**src/rtl/ow_slot_pkg.sv**
```systemverilog
package ow_slot_pkg;

   typedef enum logic [1:0] {
      SLOT_RESET = 2'b00,
      SLOT_WR0   = 2'b01,
      SLOT_WR1   = 2'b10,
      SLOT_READ  = 2'b11
   } slot_kind_e;

   typedef enum logic [1:0] {
      PH_IDLE  = 2'd0,
      PH_LOW   = 2'd1,
      PH_SAMP  = 2'd2,
      PH_RECOV = 2'd3
   } phase_e;

endpackage

```
**src/rtl/ow_us_prescaler.sv**
```systemverilog
module ow_us_prescaler #(
   parameter int CLK_PER_US = 50
) (
   input  logic clk,
   input  logic rst_n,
   input  logic run,
   input  logic clear,
   output logic tick
);
   localparam int PW = (CLK_PER_US > 1) ? $clog2(CLK_PER_US) : 1;

   generate
      if (CLK_PER_US == 1) begin : g_every_cycle
         assign tick = run;
      end else begin : g_divide
         logic [PW-1:0] pre_q;
         always_ff @(posedge clk or negedge rst_n) begin
            if (!rst_n) begin
               pre_q <= '0;
            end else if (clear) begin
               pre_q <= '0;
            end else if (run) begin
               if (pre_q == PW'(CLK_PER_US - 1)) pre_q <= '0;
               else                              pre_q <= pre_q + 1'b1;
            end
         end
         assign tick = run && (pre_q == PW'(CLK_PER_US - 1));
      end
   endgenerate

endmodule

```
**src/rtl/ow_phase_timer.sv**
```systemverilog
module ow_phase_timer #(
   parameter int CNT_W = 14
) (
   input  logic             clk,
   input  logic             rst_n,
   input  logic             clear,
   input  logic             tick,
   input  logic [CNT_W-1:0] limit,
   output logic             expire
);
   logic [CNT_W-1:0] cnt_q;

   always_ff @(posedge clk or negedge rst_n) begin
      if (!rst_n)      cnt_q <= '0;
      else if (clear)  cnt_q <= '0;
      else if (tick)   cnt_q <= cnt_q + 1'b1;
   end

   assign expire = tick && (cnt_q == (limit - 1'b1));

endmodule

```
**src/rtl/ow_line_sync.sv**
```systemverilog
module ow_line_sync #(
   parameter int STAGES = 2
) (
   input  logic clk,
   input  logic rst_n,
   input  logic raw,
   output logic synced
);
   generate
      if (STAGES == 0) begin : g_bypass
         assign synced = raw;
      end else begin : g_chain
         logic [STAGES-1:0] sh_q;
         always_ff @(posedge clk or negedge rst_n) begin
            if (!rst_n) sh_q <= '1;
            else        sh_q <= {sh_q[STAGES-2 >= 0 ? STAGES-2 : 0 : 0], raw} & {STAGES{1'b1}};
         end
         assign synced = sh_q[STAGES-1];
      end
   endgenerate

endmodule

```
**src/rtl/ow_slot_seq.sv**
```systemverilog
module ow_slot_seq
   import ow_slot_pkg::*;
#(
   parameter int US_W       = 10,
   parameter int COEF_W     = 4,
   parameter int CNT_W      = 14,
   parameter int T_W1_LOW   = 6,
   parameter int T_W1_REC   = 64,
   parameter int T_W0_LOW   = 60,
   parameter int T_W0_REC   = 10,
   parameter int T_RD_LOW   = 6,
   parameter int T_RD_SAMP  = 9,
   parameter int T_RD_REC   = 55,
   parameter int T_RST_LOW  = 500,
   parameter int T_RST_SAMP = 70,
   parameter int T_RST_REC  = 430
) (
   input  logic              clk,
   input  logic              rst_n,
   input  logic              start,
   input  logic [1:0]        slot_kind,
   input  logic [COEF_W-1:0] coef,
   input  logic              line_s,
   input  logic              expire,
   output logic              phase_clear,
   output logic              run,
   output logic [CNT_W-1:0]  limit,
   output logic              drive_low,
   output logic              busy,
   output logic              done,
   output logic              rx_bit,
   output logic              present
);
   phase_e            phase_q;
   slot_kind_e        kind_q;
   logic [COEF_W-1:0] coef_q;
   logic              accept;
   logic [US_W-1:0]   low_us, samp_us, rec_us, cur_us;

   assign accept = (phase_q == PH_IDLE) && start;

   always_comb begin
      unique case (kind_q)
         SLOT_RESET: begin low_us = US_W'(T_RST_LOW); samp_us = US_W'(T_RST_SAMP); rec_us = US_W'(T_RST_REC); end
         SLOT_WR0:   begin low_us = US_W'(T_W0_LOW);  samp_us = '0;                rec_us = US_W'(T_W0_REC);  end
         SLOT_WR1:   begin low_us = US_W'(T_W1_LOW);  samp_us = '0;                rec_us = US_W'(T_W1_REC);  end
         default:    begin low_us = US_W'(T_RD_LOW);  samp_us = US_W'(T_RD_SAMP);  rec_us = US_W'(T_RD_REC);  end
      endcase
      unique case (phase_q)
         PH_LOW:   cur_us = low_us;
         PH_SAMP:  cur_us = samp_us;
         PH_RECOV: cur_us = rec_us;
         default:  cur_us = '1;
      endcase
      limit = CNT_W'(cur_us) * CNT_W'(coef_q);
   end

   assign phase_clear = accept || expire;
   assign run         = (phase_q != PH_IDLE);

   always_ff @(posedge clk or negedge rst_n) begin
      if (!rst_n) begin
         phase_q   <= PH_IDLE;
         kind_q    <= SLOT_RESET;
         coef_q    <= COEF_W'(1);
         drive_low <= 1'b0;
         busy      <= 1'b0;
         done      <= 1'b0;
         rx_bit    <= 1'b0;
         present   <= 1'b0;
      end else begin
         done <= 1'b0;
         if (accept) begin
            phase_q   <= PH_LOW;
            kind_q    <= slot_kind_e'(slot_kind);
            coef_q    <= (coef == '0) ? COEF_W'(1) : coef;
            drive_low <= 1'b1;
            busy      <= 1'b1;
         end else if (expire) begin
            unique case (phase_q)
               PH_LOW: begin
                  drive_low <= 1'b0;
                  phase_q   <= (samp_us != '0) ? PH_SAMP : PH_RECOV;
               end
               PH_SAMP: begin
                  phase_q <= PH_RECOV;
                  if (kind_q == SLOT_READ)  rx_bit  <= line_s;
                  if (kind_q == SLOT_RESET) present <= ~line_s;
               end
               PH_RECOV: begin
                  phase_q <= PH_IDLE;
                  busy    <= 1'b0;
                  done    <= 1'b1;
               end
               default: phase_q <= PH_IDLE;
            endcase
         end
      end
   end

endmodule

```
**src/rtl/ow_slot_engine.sv**
```systemverilog
module ow_slot_engine #(
   parameter int CLK_PER_US  = 50,
   parameter int COEF_W      = 4,
   parameter int SYNC_STAGES = 2,
   parameter int US_W        = 10,
   parameter int T_W1_LOW    = 6,
   parameter int T_W1_REC    = 64,
   parameter int T_W0_LOW    = 60,
   parameter int T_W0_REC    = 10,
   parameter int T_RD_LOW    = 6,
   parameter int T_RD_SAMP   = 9,
   parameter int T_RD_REC    = 55,
   parameter int T_RST_LOW   = 500,
   parameter int T_RST_SAMP  = 70,
   parameter int T_RST_REC   = 430
) (
   input  logic              clk,
   input  logic              rst_n,
   input  logic              start,
   input  logic [1:0]        slot_kind,
   input  logic [COEF_W-1:0] coef,
   input  logic              line_in,
   output logic              drive_low,
   output logic              busy,
   output logic              done,
   output logic              rx_bit,
   output logic              present
);
   localparam int CNT_W = US_W + COEF_W;

   if (CLK_PER_US < 1) begin : g_chk_pre
      $error("CLK_PER_US must be at least 1");
   end
   if (SYNC_STAGES < 0 || SYNC_STAGES > 4) begin : g_chk_sync
      $error("SYNC_STAGES must lie in 0..4");
   end
   if (T_RST_LOW >= (1 << US_W) || T_W1_REC >= (1 << US_W) || T_RST_REC >= (1 << US_W)) begin : g_chk_w
      $error("slot timing does not fit in US_W bits");
   end
   if (T_W1_LOW < 1 || T_W0_LOW < 1 || T_RD_LOW < 1 || T_RST_LOW < 1 ||
       T_RD_SAMP < 1 || T_RST_SAMP < 1 || T_W1_REC < 1 || T_W0_REC < 1 ||
       T_RD_REC < 1 || T_RST_REC < 1) begin : g_chk_pos
      $error("every slot phase must last at least one microsecond");
   end

   logic             line_s;
   logic             tick, expire, phase_clear, run;
   logic [CNT_W-1:0] limit;

   ow_line_sync #(.STAGES(SYNC_STAGES)) u_sync (
      .clk(clk), .rst_n(rst_n), .raw(line_in), .synced(line_s)
   );

   ow_us_prescaler #(.CLK_PER_US(CLK_PER_US)) u_pre (
      .clk(clk), .rst_n(rst_n), .run(run), .clear(phase_clear), .tick(tick)
   );

   ow_phase_timer #(.CNT_W(CNT_W)) u_timer (
      .clk(clk), .rst_n(rst_n), .clear(phase_clear), .tick(tick),
      .limit(limit), .expire(expire)
   );

   ow_slot_seq #(
      .US_W(US_W), .COEF_W(COEF_W), .CNT_W(CNT_W),
      .T_W1_LOW(T_W1_LOW), .T_W1_REC(T_W1_REC),
      .T_W0_LOW(T_W0_LOW), .T_W0_REC(T_W0_REC),
      .T_RD_LOW(T_RD_LOW), .T_RD_SAMP(T_RD_SAMP), .T_RD_REC(T_RD_REC),
      .T_RST_LOW(T_RST_LOW), .T_RST_SAMP(T_RST_SAMP), .T_RST_REC(T_RST_REC)
   ) u_seq (
      .clk(clk), .rst_n(rst_n), .start(start), .slot_kind(slot_kind),
      .coef(coef), .line_s(line_s), .expire(expire),
      .phase_clear(phase_clear), .run(run), .limit(limit),
      .drive_low(drive_low), .busy(busy), .done(done),
      .rx_bit(rx_bit), .present(present)
   );

endmodule

```
**config.mk**
```make
export PLATFORM = sky130hd
export DESIGN_NAME = ow_slot_engine
export DESIGN_NICKNAME = d
export VERILOG_FILES = /design/src/rtl/ow_slot_pkg.sv /design/src/rtl/ow_us_prescaler.sv /design/src/rtl/ow_phase_timer.sv /design/src/rtl/ow_line_sync.sv /design/src/rtl/ow_slot_seq.sv /design/src/rtl/ow_slot_engine.sv
export SDC_FILE = /design/constraint.sdc
export NUM_CORES = 1
export LEC_CHECK = 0
export ABC_AREA = 1
export CORE_MARGIN = 10
export CORE_UTILIZATION = 54
export CTS_CLUSTER_SIZE = 8
export DETAILED_ROUTE_END_ITERATION = 8
export DONT_BUFFER_PORTS = 1
export GPL_TIMING_DRIVEN = 0
export PLACE_DENSITY = 0.68
export SETUP_SLACK_MARGIN = 0.4
export SYNTH_ARGS = -nofsm -noshare
export SYNTH_HDL_FRONTEND = slang
export SYNTH_SLANG_ARGS = --single-unit
```
**constraint.sdc**
```tcl
create_clock -name clk -period 5.3 [get_ports clk]
set_clock_uncertainty 0.15 [all_clocks]
set_input_delay 0.265 -clock clk [delete_from_list [all_inputs] [get_ports clk]]
set_output_delay 0.265 -clock clk [all_outputs]
set_load 0.01 [all_outputs]
```
==> metrics.txt, run 1 <==
run status=finished clean; Clock Tree Root=clkbuf_8; Unique masters post-synth=37; P_leak=2.253 nW; dpl hpwl=6355 um; worst hold path type=in2reg; number of diodes=0; final setup vio count=0; commonest cells after routing, fill and taps aside=138 x nand2_1, 100 x inv_1, 34 x nor2_1, 34 x ha_1, 30 x dfrtp_1; Worst VDD drop=0.0001584 V; worst-path maximum fanout=10; GP Congestion=0.8376; PortBufs=0; CTS Buffer Depth=2; syn nets=602; Post-DP Area=0.003915 mm2; syn avg cell area=7.120 um2; Setup TNS=0 ns; Initial DRC Count=188; Core Area=0.006794 mm2; routed len/inst=12.67 um; register area share after synthesis=23.18%; f_max=0.2134 GHz; DR top layer=met4; fill count=580; initial antenna violation count=0; Util after Layout=64.60%; DRC violation count after routing=0; WL final=8339 um; GRT Util Overall=15.20%; Die Y=103.8 um; Layout Area Growth over Synthesis=15.66%; Req. time, crit path=5.34 ns; Pwr Density=120.2 mW/mm2; Remaining Overflow, GRT=0; WL met3=246 um; Clk pin slew, worst setup/hold paths=0.08 ns; DIE AREA=0.01078 mm2; Fin. Hold Viols=0; number of synthesized flops with an enable pin=0; unrepaired setup endpoints after global routing=no; Setup WS post-layout=0.6135 ns; final worst path period need=4.687 ns; DP Cell Count=629; layout cells sized above 1=16.73%; Post-Place Setup Slack=0.3333 ns; first-pass GRT wire length=14240 um; mapped cell area=0.003795 mm2; footprint of the multi-input gates=0.002599 mm2; fin crit share=88.42%; CTS tree=built; width of the chip=103.8 um; Setup CP Type=reg2reg; H-tree depth=2; I/O pins=15; synth warn=0; Post-Synthesis Cells=533; Finished Cell Area=0.004389 mm2; Max Slew Vio Count=0; Worst Tran Pin Value=0.4652 ns; Layout Nets=630; Worst EP arrival=4.73 ns; synthesized flop and latch total=35; largest net degree at the start of global routing=36; Critical Path Source Type=flip-flop; commonest non-fill, non-tap cell in the layout=nand2_1; Initial Utilization=55.86%; Design Power=0.5274 mW; clock latency on the worst-skew pair=0.30 ns; CTS sink count=35; M1 WL=3988 um; vias post-DR=3314; Non-Filler Instances=658; max-cap viol count=0; Detail Route Antenna Nets=0; WHS=0.02282 ns; CP Capture Type=flip-flop; met2 wire length=3995 um; Storage cell area=882.1 um2; max_slew headroom=68.85%; Main synth FF type=dfrtp_1; Num CTS Buffers=5; Row Count=30; asr flop ratio synth=100.0%; drt pass-1 iters=4; vias per inst=5.036; number of global-route vias before repair=3253
==> where the power goes <==
group,total (mW),internal (mW),switching (mW)
logic,0.0125,0.00536,0.00711
clock network,0.247,0.140,0.106
registers,0.268,0.268,0.000188
total,0.527,0.414,0.114
==> logic make-up (layout without fill, tap and decap cells) <==
group | Yosys count | in the layout | synth area share [%]
DFF | 35 | 35 | 23.18
AOI/OAI and AO/OA | 42 | 42 | 6.232
xor gates and xnor gates | 18 | 18 | 4.154
adders and majority gates | 59 | 59 | 22.82
and+or+nand+nor | 261 | 261 | 31.39
buffers and inverters | 118 | 147 | 12.23
==> critical path: stages (launching register included) <==
cell	delay, ns
dfrtp_2	0.45
inv_2	0.06
ha_1	0.20
buf_6	0.15
nor2_2	0.15
o211ai_1	0.23
nand2_1	0.18
ha_4	0.21
fa_1	0.54
inv_1	0.05
fa_1	0.48
ha_4	0.30
or2_4	0.26
nand3_1	0.08
nand3_1	0.09
nor2_2	0.12
nand3_2	0.15
nor3_4	0.24
nand3_4	0.16
nand2_8	0.14
clkbuf_16	0.16
nor2_2	0.03
==> final cells by class <==
type	instances	share of cell area [%]
Clock buffer	5	1.568
Multi-Input combinational cell	380	59.21
Tap cell	96	2.737
Inverter	108	9.236
Sequential cell	35	20.10
Clock inverter	3	0.9977
Timing Repair Buffer	21	4.675
Buffer	10	1.482
==> worst paths after layout <==
kind / start / end / slack [ns] / depth (start not counted)
max in group asynchronous: rst_n / u_sync.g_chain.sh_q[1] / 4.45 / 2
setup / recovery: u_seq.phase_q[0] / u_timer.cnt_q[12] / 0.61 / 21
hold / removal: coef[0] / u_seq.coef_q[0] / 0.02 / 2
hold reg to reg: u_sync.g_chain.sh_q[0] / u_sync.g_chain.sh_q[1] / 0.21 / 0
setup reg to reg: u_seq.phase_q[0] / u_timer.cnt_q[12] / 0.61 / 21
min in group asynchronous: rst_n / u_seq.rx_bit / 0.29 / 2
==> registers in the layout, indices dropped and copies added (netlist names) <==
register,flops
u_seq.kind_q,2
u_sync.g_chain.sh_q,2
u_seq.done,1
u_seq.phase_q,2
u_seq.coef_q,4
u_timer.cnt_q,14
u_seq.rx_bit,1
u_seq.busy,1
u_seq.drive_low,1
u_seq.present,1
u_pre.g_divide.pre_q,6
==> cells in the mapped netlist (2+ instances only) <==
cell type  count  share of area [%]
nor3_2         3               0.79
nor2_2        12                2.0
nor2_4         2               0.59
a21oi_1       16                2.1
nor3_1         6               0.79
fa_1          17                9.0
inv_1        107                 11
nand3_2        3               0.79
ha_1          42                 14
clkbuf_1       5               0.49
nand3_1       30                4.0
o22ai_1        2               0.33
nand2_2        4               0.66
dfrtp_1       32                 21
a21o_1         3               0.59
o21ai_0       15                2.0
buf_2          4               0.53
nor2_1        41                4.1
xor2_1        11                2.5
dfstp_2        3                2.1
nand3b_1       4               0.79
nand4_1        7                1.2
nand2_1      144                 14
xnor2_1        7                1.6
==> per-layer routing <==
layer / vias to the layer above / global-route usage, %
met5: - / 0
li1: 1697 / -
met3: 11 / 2.354
met1: 1568 / 19.12
met2: 38 / 26.13
met4: 0 / 4.374
==> timing repair <==
item | in CTS | in global routing
endpoints found under the hold margin | 41 | 0
resized for setup | 5 | 37
hold buffers | 8 | 0
endpoints found under the setup margin | 11 | 21
pin swaps | 1 | 21
buffers inserted | 3 | 9
gates cloned | 0 | 1
No activity file was read; power rests on OpenSTA's default activity.
==> run 2: changes to the inputs <==
--- a/config.mk
+++ b/config.mk
@@ -12,8 +12,10 @@
 export DETAILED_ROUTE_END_ITERATION = 8
 export DONT_BUFFER_PORTS = 1
 export GPL_TIMING_DRIVEN = 0
+export MAX_ROUTING_LAYER = met4
 export PLACE_DENSITY = 0.68
 export SETUP_SLACK_MARGIN = 0.4
+export SKIP_CTS_REPAIR_TIMING = 1
 export SYNTH_ARGS = -nofsm -noshare
 export SYNTH_HDL_FRONTEND = slang
 export SYNTH_SLANG_ARGS = --single-unit
==> constraint.sdc (replaced) <==
create_clock -name clk -period 5.95 [get_ports clk]
set_clock_uncertainty 0.15 [all_clocks]
set_input_delay 0.2975 -clock clk [delete_from_list [all_inputs] [get_ports clk]]
set_output_delay 0.2975 -clock clk [all_outputs]
set_load 0.01 [all_outputs]
==> metrics.txt, run 2 (synthesis gave the netlist of run 1 again) <==
Worst EP arrival=5.07 ns (was 4.73 ns); number of diodes=0 (unchanged); DRC violation count after routing=0 (unchanged); Detail Route Antenna Nets=0 (unchanged); number of global-route vias before repair=3158 (was 3253); vias post-DR=3208 (was 3314); WHS=0.02471 ns (was 0.02282 ns); H-tree depth=2 (unchanged); Clock power frac=47.0% (was 46.7%); r2r setup slk=0.91 ns (was 0.61 ns); Switch Pwr=0.1019 mW (was 0.1137 mW); clock latency on the worst-skew pair=0.30 ns (about the same); PortBufs=0 (unchanged); commonest non-fill, non-tap cell in the layout=nand2_1 (unchanged); drt pass-1 iters=5 (was 4); GP Congestion=0.8506 (was 0.8376); CP max stage delay=0.54 ns (about the same); vias per inst=4.997 (was 5.036); Row Count=30 (unchanged); Setup TNS=0 ns (unchanged); max-cap viol count=0 (unchanged); final setup vio count=0 (unchanged); I/O pins=15 (unchanged); max_slew headroom=68.45% (was 68.85%); max reg flops=14 (unchanged); Die Y=103.8 um (unchanged); CTS tree=built (unchanged); FF-to-FF End=u_timer.cnt_q[2] (was u_timer.cnt_q[12]); Max Slew Vio Count=0 (unchanged); Comb pwr share=2.0% (was 2.4%); WL final=7835 um (was 8339 um); Setup CP Type=reg2reg (unchanged); layout cells sized above 1=8.791% (was 16.73%); Top Registers=u_timer.cnt_q x14, u_pre.g_divide.pre_q x6, u_seq.coef_q x4 (unchanged); Clk pin slew, worst setup/hold paths=0.08 ns (about the same); Num CTS Buffers=5 (unchanged); f_max=0.1983 GHz (was 0.2134 GHz); Clock Tree Root=clkbuf_8 (unchanged); Pwr Density=114.8 mW/mm2 (was 120.2 mW/mm2); commonest cells after routing, fill and taps aside=144 x nand2_1, 107 x inv_1, 42 x ha_1 (was 138 x nand2_1, 100 x inv_1, 34 x nor2_1, 34 x ha_1, 30 x dfrtp_1); CP max stage cell=fa_1 (unchanged); CTS Buffer Depth=2 (unchanged); Core Area=0.006794 mm2 (unchanged); dpl hpwl=6355 um (unchanged); CP Capture Type=flip-flop (unchanged); Critical Path Source Type=flip-flop (unchanged); Initial Utilization=55.86% (unchanged); Remaining Overflow, GRT=0 (unchanged); Fin. Hold Viols=0 (unchanged); CTS sink count=35 (unchanged); initial antenna violation count=0 (unchanged); DIE AREA=0.01078 mm2 (unchanged); run status=finished clean (unchanged); Layout Area Growth over Synthesis=7.715% (was 15.66%); hold endpoint=u_seq.coef_q[2] (was u_seq.coef_q[0]); hold_sp=coef[2] (was coef[0]); width of the chip=103.8 um (unchanged); worst r2r src=u_seq.kind_q[0] (was u_seq.phase_q[0]); Worst Tran Pin Value=0.4711 ns (was 0.4652 ns); worst-path maximum fanout=10 (unchanged); Net Sw Frac=21.72% (was 21.56%); hold depth=2 (unchanged); unrepaired setup endpoints after global routing=no (unchanged); Initial DRC Count=164 (was 188); fin crit share=84.74% (was 88.42%); first-pass GRT wire length=13910 um (was 14240 um); routed len/inst=12.20 um (was 12.67 um); largest net degree at the start of global routing=36 (unchanged); worst hold path type=in2reg (unchanged); internal power=0.3673 mW (was 0.4137 mW); Top reg by flops=u_timer.cnt_q (unchanged); fill count=620 (was 580); sequential share of power=51.0% (was 50.9%); Reg2Reg Depth=27 (was 21); final worst path period need=5.042 ns (was 4.687 ns); Worst VDD drop=0.0001414 V (was 0.0001584 V); Req. time, crit path=5.98 ns (was 5.34 ns); Layout Nets=614 (was 630); Most common cell on crit path=nand2_1 (was nor2_2); GRT Util Overall=15.33% (was 15.20%); P_leak=2.168 nW (was 2.253 nW)
-- run 2: cell count changes in the layout (fill, tap and decap cells not counted), sizes merged --
cell         previous run  this run
clkbuf                 11        10
buf                    18         6
dlygate4sd3             7         4
-- run 2: power by group through the flow --
stage / Clock [mW] / Combinational [mW] / Sequential, mW
after floorplan: 0 / 0.000938 / 0.244
after global placement: 0 / 0.00110 / 0.244
after detailed placement: 0 / 0.00114 / 0.244
after CTS: 0.224 / 0.00115 / 0.239
after global routing: 0.234 / 0.0107 / 0.239
final: 0.221 / 0.00941 / 0.239
-- run 2: worst max-delay path: cells and delay by family, from the launching register on --
family,cells,cell delay [ns]
AOI/OAI and AO/OA,2,0.32
and+or+nand+nor,15,1.59
buffers and inverters,5,0.54
adders and majority gates,5,1.89
DFF,1,0.42
-- run 2: worst max-delay path by stage --
| stage | end | slack, ns | cells past startpoint | start |
|---|---|---|---|---|
| finish | u_timer.cnt_q[2] | 0.91 | 27 | u_seq.kind_q[0] |
| detailed placement | u_timer.cnt_q[2] | 0.98 | 27 | u_seq.kind_q[0] |
| global route | u_seq.rx_bit | 0.52 | 29 | u_seq.kind_q[0] |
| global placement | u_timer.cnt_q[2] | 0.99 | 27 | u_seq.kind_q[0] |
| floorplan | u_timer.cnt_q[2] | 1.56 | 25 | u_seq.kind_q[0] |
| CTS | u_timer.cnt_q[2] | 0.97 | 27 | u_seq.kind_q[0] |
-- run 2: cell type report --
cell class,instances,area (um2),area share [%]
Multi-Input combinational cell,380,2451,59.96
Sequential cell,35,879.6,21.52
Inverter,108,405.4,9.917
Tap cell,96,120.1,2.938
Clock buffer,5,68.82,1.684
Timing Repair Buffer,5,60.06,1.469
Buffer,10,58.81,1.439
Clock inverter,3,43.79,1.071
-- run 2: per-layer routing --
metal | vias up | track usage (%) | share of wire [%]
li1 | 1667 | - | -
met1 | 1492 | 19.07 | 49
met2 | 41 | 25.36 | 46
met3 | 8 | 2.540 | 3.4
met4 | 0 | 3.678 | 1.1
met5 | - | - | 0
-- run 2: stage by stage --
stage | cells | utilization, % | instance area, um2 | total power, mW | worst slack [ns]
after CTS | 637 | 59.28 | 4028 | 0.4643 | 0.9724
after detailed placement | 629 | 57.62 | 3915 | 0.2449 | 0.9833
after global placement | 629 | 57.62 | 3915 | 0.2449 | 0.9894
final | 642 | 60.17 | 4088 | 0.4692 | 0.9082
after floorplan | 533 | - | 3795 | 0.2447 | 1.563
after global routing | 642 | 60.17 | 4088 | 0.4838 | 0.5183
==> run 3: changes to the inputs <==
==> constraint.sdc (replaced) <==
create_clock -name clk -period 4.9 [get_ports clk]
set_clock_uncertainty 0.15 [all_clocks]
set_input_delay 0.245 -clock clk [delete_from_list [all_inputs] [get_ports clk]]
set_output_delay 0.245 -clock clk [all_outputs]
set_load 0.01 [all_outputs]
==> metrics.txt, run 3 (synthesis gave the netlist of run 1 again) <==
worst-path maximum fanout=7 (was 10); CP max stage delay=0.49 ns (was 0.54 ns); max_slew headroom=61.05% (was 68.45%); width of the chip=103.8 um (unchanged); vias per inst=5.049 (was 4.997); Worst VDD drop=0.0001464 V (was 0.0001414 V); P_leak=2.367 nW (was 2.168 nW); Detail Route Antenna Nets=0 (unchanged); DIE AREA=0.01078 mm2 (unchanged); CP Capture Type=flip-flop (unchanged); number of diodes=0 (unchanged); Layout Nets=644 (was 614); commonest non-fill, non-tap cell in the layout=nand2_1 (unchanged); CTS sink count=35 (unchanged); Top Registers=u_timer.cnt_q x14, u_pre.g_divide.pre_q x6, u_seq.coef_q x4 (unchanged); unrepaired setup endpoints after global routing=yes (was no); fin crit share=94.87% (was 84.74%); max reg flops=14 (unchanged); CP max stage cell=fa_1 (unchanged); H-tree depth=2 (unchanged); worst hold path type=in2reg (unchanged); Clock Tree Root=clkbuf_8 (unchanged); drt pass-1 iters=6 (was 5); Max Slew Vio Count=0 (unchanged); Non-Filler Instances=672 (was 642); WHS=-0.002937 ns (was 0.02471 ns); fill count=528 (was 620); first-pass GRT wire length=13910 um (unchanged); Num CTS Buffers=5 (unchanged); I/O pins=15 (unchanged); Setup CP Type=reg2reg (unchanged); Die Y=103.8 um (unchanged); Post-Place Setup Slack=-0.06669 ns (was 0.9833 ns); f_max=0.2151 GHz (was 0.1983 GHz); Clk pin slew, worst setup/hold paths=0.08 ns (about the same); Fin. Hold Viols=1 (was 0); Core Area=0.006794 mm2 (unchanged); number of global-route vias before repair=3158 (unchanged); PortBufs=0 (unchanged); Pwr Density=122.5 mW/mm2 (was 114.8 mW/mm2); Worst Tran Pin Value=0.5842 ns (was 0.4711 ns); vias post-DR=3393 (was 3208); Initial DRC Count=150 (was 164); Util after Layout=69.02% (was 60.17%); Worst EP arrival=4.69 ns (was 5.07 ns); routed len/inst=13.62 um (was 12.20 um); r2r setup slk=0.25 ns (was 0.91 ns); failing checks=negative hold slack; clock latency on the worst-skew pair=0.30 ns (about the same); CTS tree=built (unchanged); layout cells sized above 1=23.78% (was 8.791%); GRT Util Overall=15.33% (unchanged); Top reg by flops=u_timer.cnt_q (unchanged); CTS Buffer Depth=2 (unchanged); final setup vio count=0 (unchanged); Req. time, crit path=4.94 ns (was 5.98 ns); dpl hpwl=6355 um (unchanged); initial antenna violation count=0 (unchanged); WL final=9153 um (was 7835 um); run status=finished, violations left (was finished clean); GP Congestion=0.8506 (unchanged); Layout Area Growth over Synthesis=23.57% (was 7.715%); Row Count=30 (unchanged); final worst path period need=4.648 ns (was 5.042 ns); Initial Utilization=55.86% (unchanged); Critical Path Source Type=flip-flop (unchanged); max-cap viol count=0 (unchanged); DRC violation count after routing=0 (unchanged); DP Cell Count=629 (unchanged); Most common cell on crit path=nand2_1 (unchanged); Remaining Overflow, GRT=0 (unchanged); Setup WS post-layout=0.2516 ns (was 0.9082 ns); largest net degree at the start of global routing=36 (unchanged); commonest cells after routing, fill and taps aside=125 x nand2_1, 96 x inv_1, 34 x nor2_1 (was 144 x nand2_1, 107 x inv_1, 42 x ha_1)
-- run 3: metal layers --
metal	track usage, %	share of wire (%)	up-vias
met5	-	0	-
met4	3.678	1.1	0
met3	2.540	3.6	10
met2	25.36	50	65
met1	19.07	46	1598
li1	-	-	1720
-- run 3: worst max-delay path: cells and delay by family, from the launching register on --
| kind | cells | cell delay (ns) |
|---|---|---|
| AOI/OAI and AO/OA | 1 | 0.11 |
| adders and majority gates | 5 | 1.71 |
| buffers and inverters | 5 | 0.52 |
| DFF | 1 | 0.45 |
| and+or+nand+nor | 17 | 1.61 |
-- run 3: path summary, 6_finish.rpt --
check | end | startpoint | depth (start not counted)
max | u_timer.cnt_q[6] | u_seq.kind_q[0] | 28
min | u_seq.coef_q[0] | coef[0] | 2
max reg2reg | u_timer.cnt_q[6] | u_seq.kind_q[0] | 28
min reg2reg | u_sync.g_chain.sh_q[1] | u_sync.g_chain.sh_q[0] | 0
max in group asynchronous | u_sync.g_chain.sh_q[1] | rst_n | 2
min in group asynchronous | u_seq.rx_bit | rst_n | 2
-- run 3: area by class of cell --
cell class / instances / area, um2 / share of cell area (%)
well taps: 96 / 120.1 / 2.561
plain buffers: 10 / 65.06 / 1.387
clock inverters: 3 / 43.79 / 0.9338
multi-input cells: 380 / 2781 / 59.31
repair buffers: 35 / 317.8 / 6.777
clock buffers: 5 / 68.82 / 1.467
flip-flops and latches: 35 / 882.1 / 18.81
inverters: 108 / 410.4 / 8.751
-- run 3: report_power, final --
group | internal [mW] | switching [mW]
sequential | 0.290 | 0.000209
clock | 0.152 | 0.119
combinational | 0.00579 | 0.00753
-- run 3: stage by stage --
stage / hold WS [ns] / total power, mW / TNS (ns) / instance area [um2]
after floorplan: -0.2006 / 0.2971 / 0 / 3795
after global placement: -0.1996 / 0.2974 / -0.4693 / 3915
after detailed placement: -0.1997 / 0.2974 / -0.4971 / 3915
after CTS: -0.5266 / 0.5638 / -0.5763 / 4028
after global routing: 0.02271 / 0.5897 / 0 / 4690
final: -0.002937 / 0.5746 / 0 / 4690
